==> src/rtl/syst_evt_timer.sv <==
module syst_evt_timer #(
  parameter int ADDR_W   = 8,
  parameter int DATA_W   = 32,
  parameter int CNT_W    = 32,
  parameter int CTRL_OFS = 'h40,
  parameter int VAL_OFS  = 'h44
) (
  input  logic              clk,
  input  logic              rst_n,
  input  logic [ADDR_W-1:0] addr,
  input  logic              we,
  input  logic [DATA_W-1:0] wdata,
  output logic [DATA_W-1:0] rdata,
  output logic              irq
);
  localparam int B_EN  = 0;
  localparam int B_IEN = 1;
  localparam int B_CLR = 4;

  logic             clk_en, irq_en, pend, run;
  logic [CNT_W-1:0] cnt;

  wire sel_ctrl = (addr == ADDR_W'(CTRL_OFS));
  wire sel_val  = (addr == ADDR_W'(VAL_OFS));
  wire ctrl_wr  = we && sel_ctrl;
  wire load     = we && sel_val && clk_en;
  wire last     = (cnt <= CNT_W'(1));

  always_ff @(posedge clk) begin
    if (!rst_n) begin
      clk_en <= 1'b0;
      irq_en <= 1'b0;
      pend   <= 1'b0;
      run    <= 1'b0;
      cnt    <= '0;
    end else begin
      if (run && clk_en) begin
        if (last) begin
          cnt  <= '0;
          run  <= 1'b0;
          pend <= 1'b1;
        end else begin
          cnt <= cnt - CNT_W'(1);
        end
      end
      if (ctrl_wr) begin
        clk_en <= wdata[B_EN];
        irq_en <= wdata[B_EN] && clk_en && wdata[B_IEN];
        if (!wdata[B_EN]) run <= 1'b0;
        if (wdata[B_CLR]) pend <= 1'b0;
      end
      if (load) begin
        cnt <= wdata[CNT_W-1:0];
        run <= 1'b1;
      end
    end
  end

  assign irq = pend && irq_en;

  always_comb begin
    rdata = '0;
    if (sel_ctrl) begin
      rdata[B_EN]  = clk_en;
      rdata[B_IEN] = irq_en;
    end else if (sel_val) begin
      rdata = DATA_W'(cnt);
    end
  end

  AST_IEN_NEEDS_EN: assert property (@(posedge clk) disable iff (!rst_n) irq_en |-> clk_en);
  AST_IGNORED_LOAD: assert property (@(posedge clk) disable iff (!rst_n)
    (we && sel_val && !clk_en) |=> $stable(cnt));
  AST_STEP_DOWN: assert property (@(posedge clk) disable iff (!rst_n)
    (run && clk_en && !last && !load) |=> (cnt == $past(cnt) - CNT_W'(1)));
  AST_CLEAR_WINS: assert property (@(posedge clk) disable iff (!rst_n)
    (ctrl_wr && wdata[B_CLR]) |=> !pend);
  AST_FROZEN_OFF: assert property (@(posedge clk) disable iff (!rst_n)
    (!clk_en && !load) |=> $stable(cnt));
  AST_ONE_SHOT: assert property (@(posedge clk) disable iff (!rst_n)
    (!run && !load) |=> $stable(cnt));
endmodule

==> config.mk <==
export PLATFORM = sky130hd
export DESIGN_NAME = syst_evt_timer
export DESIGN_NICKNAME = d
export VERILOG_FILES = /design/src/rtl/syst_evt_timer.sv
export SDC_FILE = /design/constraint.sdc
export NUM_CORES = 1
export LEC_CHECK = 0
export ABC_AREA = 1
export ABC_CLOCK_PERIOD_IN_PS = 1900
export BUFFER_PORTS_ARGS = -buffer_cell sky130_fd_sc_hd__buf_2
export CAP_MARGIN = 20
export CORE_ASPECT_RATIO = 1.25
export CORE_MARGIN = 4
export CORE_UTILIZATION = 40
export CTS_CLUSTER_SIZE = 16
export DETAILED_ROUTE_END_ITERATION = 12
export HOLD_SLACK_MARGIN = 0.05
export SLEW_MARGIN = 10
export SYNTH_ARGS = -nofsm -noshare
export SYNTH_HDL_FRONTEND = slang
export SYNTH_SLANG_ARGS = --single-unit
export TNS_END_PERCENT = 5
==> constraint.sdc <==
create_clock -name clk -period 1.9 [get_ports clk]
set_input_delay 0 -clock clk [delete_from_list [all_inputs] [get_ports clk]]
set_output_delay 0 -clock clk [all_outputs]
set_load 0.02 [all_outputs]
==> out/results.txt, run 1 <==
Inserted Clock Buffers: 5
Die H: 103 µm
commonest non-fill, non-tap cell in the layout: nand2_1
Setup Buffers After CTS: 0
Via-to-Cell Ratio: 4.74
antenna violations before repair: 0
leading area contributor after synthesis: dfxtp_1
Ys Warns: 0
M3 GR Usage: 2.85%
clk sinks: 36
GR Util met2: 37.5%
maximum clock rate: 0.576 GHz
CTS tree: built
Main synth FF type: dfxtp_1
Final Wtd Congestion: 0.955
Largest stage delay, worst path: 330 ps
register area share after synthesis: 24.8%
crit path cell chain: inv_1, ha_2, nand2_1, nor2_4, nand2_4, nand2_4, nand2_4, nand2_4, inv_4, o21ai_0, a21oi_1
maximum root-to-sink buffer count: 2
Worst Path Required: 2070 ps
CP Max Fanout: 9
CTS clk-pin slew, worst paths: 80 ps
cell repeated most along the worst path: nand2_4
H-tree depth: 2
Syn-to-layout area delta: 23.5%
core area: 7020 µm²
DR iter-0 viols: 183
main combinational cell family by area after synthesis: simple AND/OR/NAND/NOR gates
layout cells sized above 1: 19.6%
IO Count: 76
CTS Root Cell: clkbuf_8
DR pass1 iterations: 4
Storage cell area: 721 µm²
Compound-Gate Fraction of Synth Area: 14.1%
Yosys reg bits: 36
RSZ-0062 raised after global routing: false
PD cells: 396 nW/µm²
area share of the largest cell type after synthesis: 24.8%
# diodes: 0
clock period minus worst slack: 1740 ps
Crit-path slowest cell: dfxtp_1
Synth cell types: 24
port bufs: 75
DRC errors left: 0
HP Start: wdata[28]
busiest grt layer: met2
Slew @ Worst Pin: 539 ps
Adder-Cell Fraction of Synth Area: 0.861%
Mapped Area: 2910 µm²
number of synthesized flops with an enable pin: 0
GR Util All Layers: 20.3%
Worst setup SP type: flip-flop
ys async rst share: 0%
Simple-Gate Fraction of Synth Area: 41.6%
Vias: 3277
Max-Cap Viols: 0
Worst-Skew Late Latency: 290 ps
most frequent cells in the layout: nand2_1 (119), nor2_1 (115), inv_1 (80)
Final period util: 91.4%
starting density of the core: 41.4%
multiplexer share of the synthesized area: 0%
setup TNS: 0 ps
reg2reg start: cnt[0]
Die W: 84.2 µm
post-DP HPWL: 6840 µm
Synth Area in XOR/XNOR: 5.12%
hold crit path type: in2reg
Filler Cell Count: 781
drt wl/cell: 12.5 µm
footprint of the multi-input gates: 1800 µm²
Area contributors post-synth: dfxtp_1 (25%), nand2_1 (15%), nor2_1 (15%), inv_1 (10%), o21ai_0 (5.7%)
Mean Syn Cell Area: 5.68 µm²
Crit. End Element: flip-flop
first-pass GRT wire length: 14300 µm
crit path kind: reg2reg
leakage power: 0.00184 µW
die area: 8700 µm²
final setup skew: 5.79 ps
Gate Count Post-Synth: 512
vias in the first global route: 3145
hold violation total from the final report: 0
Total Routed Length: 8620 µm
fin nets: 646
Worst VDD drop: 0.000291 V
GR Util met1: 24.6%
final hold slack: 58.2 ps
Detail Route Antenna Nets: 0
Worst EP arrival: 1910 ps
final slew viol count: 0
largest net degree at the start of global routing: 32
Crit. Startpoint: cnt[0]
post-synth net total: 557
GRT overflow: 0
status: complete, no violations
Max-Slew Margin vs Limit: 64.0%
# setup viols final: 0
Placement Rows: 34
## kinds of logic after synthesis
kind of cell	Yosys count
compound gates	78
xor+xnor	17
fa+ha+maj	2
buf+inv	95
flops	36
simple gates	284
## worst paths after layout
| kind | slack [ps] | depth (start not counted) | to |
|---|---|---|---|
| min | 60 | 5 | cnt[28] |
| max | 160 | 11 | cnt[30] |
| min reg2reg | 480 | 2 | run |
| max reg2reg | 160 | 11 | cnt[30] |
## final cells by class
| class | count | share of cell area (%) |
|---|---|---|
| Multi-Input combinational cell | 381 | 50.0 |
| Sequential cell | 36 | 20.1 |
| Timing Repair Buffer | 96 | 15.7 |
| Inverter | 81 | 8.54 |
| Tap cell | 90 | 3.14 |
| Clock buffer | 6 | 2.30 |
| Clock inverter | 2 | 0.279 |
## critical path: cells and delay by family, from the launching register on
kind / cells / cell delay [ps]
compound gates: 2 / 160
fa+ha+maj: 1 / 240
buf+inv: 2 / 210
flops: 1 / 330
simple gates: 6 / 660
## sequential cells by signal, indices dropped and copies added (netlist names)
register / count
cnt: 32
clk_en: 1
irq_en: 1
pend: 1
run: 1
## layer usage
layer  wire [µm]  up-vias
met5           0        -
met4         130        0
li1            -     1752
met3         400       11
met1        3740     1449
met2        4350       65
## where the power goes
group          switching [µW]  leakage, µW  internal, µW
combinational            35.8      0.00150          49.7
clock                     293    0.0000510           290
sequential              0.148     0.000290           754
## stage by stage
| stage | util [%] | setup WS, ps | total power [µW] | instances | instance area [µm²] |
|---|---|---|---|---|---|
| final | 51.2 | 163 | 1420 | 692 | 3590 |
| after global routing | 51.2 | 4.37 | 1470 | 692 | 3590 |
| after CTS | 51.1 | 126 | 1440 | 692 | 3590 |
| after detailed placement | 48.1 | 137 | 841 | 672 | 3380 |
| after global placement | 48.1 | 225 | 839 | 672 | 3380 |
| after floorplan | - | 353 | 790 | 512 | 2910 |
## synth_stat cells (all sizes together), types with 3 or more instances
cell type and instances:
a21oi 33, buf 7, clkbuf 7, dfxtp 36, inv 81, nand2 128, nand3 18, nand4 7
nor2 128, nor3 3, o21ai 41, xor2 17
## timing repair
item / 4_1_cts / 5_1_grt
resized for setup: 0 / 1
endpoints found under the hold margin: 11 / 0
hold buffers: 12 / 0
endpoints found under the setup margin: 0 / 2
Power figures use the tool's default switching activity.
==> run 2, diff against run 1 <==
Settings changed: CELL_PAD_IN_SITES_DETAIL_PLACEMENT from default to 1, CELL_PAD_IN_SITES_GLOBAL_PLACEMENT from default to 1, CORE_UTILIZATION 40 to 36, CTS_CLUSTER_DIAMETER from default to 150, PLACE_DENSITY_LB_ADDON from default to 0.1.
==> run 2 against run 1 <==
Effect of this change: cell count grew 1.4%; critical endpoint unchanged; hold slack lost 3.2 ps; clock skew grew 3.2 ps.
==> out/results.txt, run 2 (synthesis gave the netlist of run 1 again) <==
status: complete, no violations
hold violation total from the final report: 0 (unchanged)
Hold Path Sink: cnt[9]
DRC errors left: 0 (unchanged)
Via-to-Cell Ratio: 4.86 (+2.6%)
clock period minus worst slack: 1740 ps (+4.81 ps)
Crit. Startpoint: cnt[0]
Most flops, register: cnt
GR Util met1: 27.0% (+2.3 points)
GRT overflow: 0 (unchanged)
HP Start: wdata[9]
IO Count: 76 (unchanged)
Total Routed Length: 10600 µm (+23%)
antenna violations before repair: 0 (unchanged)
die area: 9580 µm² (+10%)
worst reg2reg path depth: 11 (unchanged)
clk sinks: 36 (unchanged)
GR Util All Layers: 23.0% (+2.7 points)
H-tree depth: 2 (unchanged)
R2R Path End: cnt[30]
Inserted Clock Buffers: 5 (unchanged)
DR pass1 iterations: 4 (unchanged)
r2r setup slk: 160 ps (about the same)
DR iter-0 viols: 90 (-51%)
maximum clock rate: 0.574 GHz (-0.28%)
hold crit path type: in2reg
most frequent cells in the layout: nand2_1 (119), nor2_1 (114), inv_1 (80)
Vias: 3410 (+4.1%)
post-DP HPWL: 8460 µm (+24%)
layout cells sized above 1: 19.6% (about the same)
reg2reg start: cnt[0]
Crit. End Element: flip-flop
leakage power: 0.00187 µW (+1.5%)
PD cells: 405 nW/µm² (+2.4%)
Worst Path Required: 2070 ps (about the same)
Detail Route Antenna Nets: 0 (unchanged)
Placed Instances: 678 (+0.89%)
CTS Root Cell: clkbuf_8
commonest non-fill, non-tap cell in the layout: nand2_1
Die W: 88.4 µm (+4.9%)
fin nets: 652 (+0.93%)
max reg flops: 32 (unchanged)
# setup viols final: 0 (unchanged)
crit path kind: reg2reg
Max-Slew Margin vs Limit: 57.6% (-6.4 points)
fin cells: 702 (+1.4%)
Syn-to-layout area delta: 26.4%
Slew @ Worst Pin: 635 ps (+95.3 ps)
core area: 7840 µm² (+12%)
maximum root-to-sink buffer count: 2 (unchanged)
port bufs: 75 (unchanged)
CTS tree: built
setup TNS: 0 ps (unchanged)
hold depth: 5 (unchanged)
final slew viol count: 0 (unchanged)
Worst VDD drop: 0.000324 V (+11%)
# diodes: 0 (unchanged)
first-pass GRT wire length: 16900 µm (+18%)
Final Wtd Congestion: 0.886 (-7.3%)
vias in the first global route: 3521 (+12%)
busiest grt layer: met2
Placement Rows: 36 (+5.9%)
Final period util: 91.7% (+0.25 points)
RSZ-0062 raised after global routing: false
M3 GR Usage: 3.51% (+0.65 points)
Worst EP arrival: 1920 ps (about the same)
GR Util met2: 42.2% (+4.7 points)
CTS clk-pin slew, worst paths: 80 ps (about the same)
starting density of the core: 37.1% (-4.3 points)
drt wl/cell: 15.1 µm (+21%)
Worst-Skew Late Latency: 300 ps (about the same)
largest net degree at the start of global routing: 32 (unchanged)
final setup skew: 9.00 ps (+3.21 ps)
CP Max Fanout: 9 (unchanged)
Die H: 108 µm (+5.0%)
Max-Cap Viols: 0 (unchanged)
Worst setup SP type: flip-flop
run 2: changes by cell type in the layout (fill, tap and decap cells not counted):
cell           previous run  this run
buf_12                    0         1
clkbuf_8                  6         7
clkinv_2                  2         0
dlygate4sd3_1            12        17
nor2_1                  115       114
nor2_2                    8         9
run 2: worst max-delay path by stage:
stage          endpoint  slack, ps  cells past startpoint
2_1_floorplan   cnt[20]        350                     11
3_3_place_gp    cnt[17]        160                      8
3_5_place_dp    cnt[30]        120                     11
4_1_cts         cnt[30]        100                     11
5_1_grt         cnt[20]         10                     11
6_report        cnt[30]        160                     11
run 2: layout make-up:
type,instances,area (µm²)
multi-input cells,381,1800
well taps,95,119
flip-flops and latches,36,721
inverters,81,307
repair buffers,102,633
clock buffers,7,96.3
fillers,1127,4160
run 2: worst max-delay path, stage by stage (launching register included):
cell	delay, ps
dfxtp_1	330
inv_1	140
ha_2	230
nand2_1	100
nor2_4	180
nand2_4	80
nand2_4	80
nand2_4	70
nand2_4	140
inv_4	100
o21ai_0	90
a21oi_1	80
run 2: stage by stage:
stage	util [%]	setup slack, ps	total power [µW]	hold WS (ps)	instance area (µm²)
2_1_floorplan	-	353	790	89.4	2910
3_3_place_gp	43.4	156	841	217	3400
3_5_place_dp	43.4	119	843	221	3400
4_1_cts	46.8	102	1500	57.0	3670
5_1_grt	46.9	11.1	1540	74.7	3670
6_report	46.9	158	1490	55.0	3670
run 2: where the power goes:
part | switching, µW | internal [µW]
registers | 0.134 | 754
clock network | 315 | 324
logic | 40.2 | 56.4
total | 356 | 1130
run 2: what timing repair did:
action                                  in CTS  in global routing
setup buffers                                0                  0
hold buffers                                17                  0
gates resized for setup                      0                  2
hold endpoints to repair                    16                  0
endpoints found under the setup margin       0                  8
run 2: routing by layer:
layer | share of wire (%) | routed length (µm)
met2 | 52 | 5560
met1 | 42 | 4440
met3 | 3.8 | 398
met4 | 2.0 | 210
met5 | 0 | 0
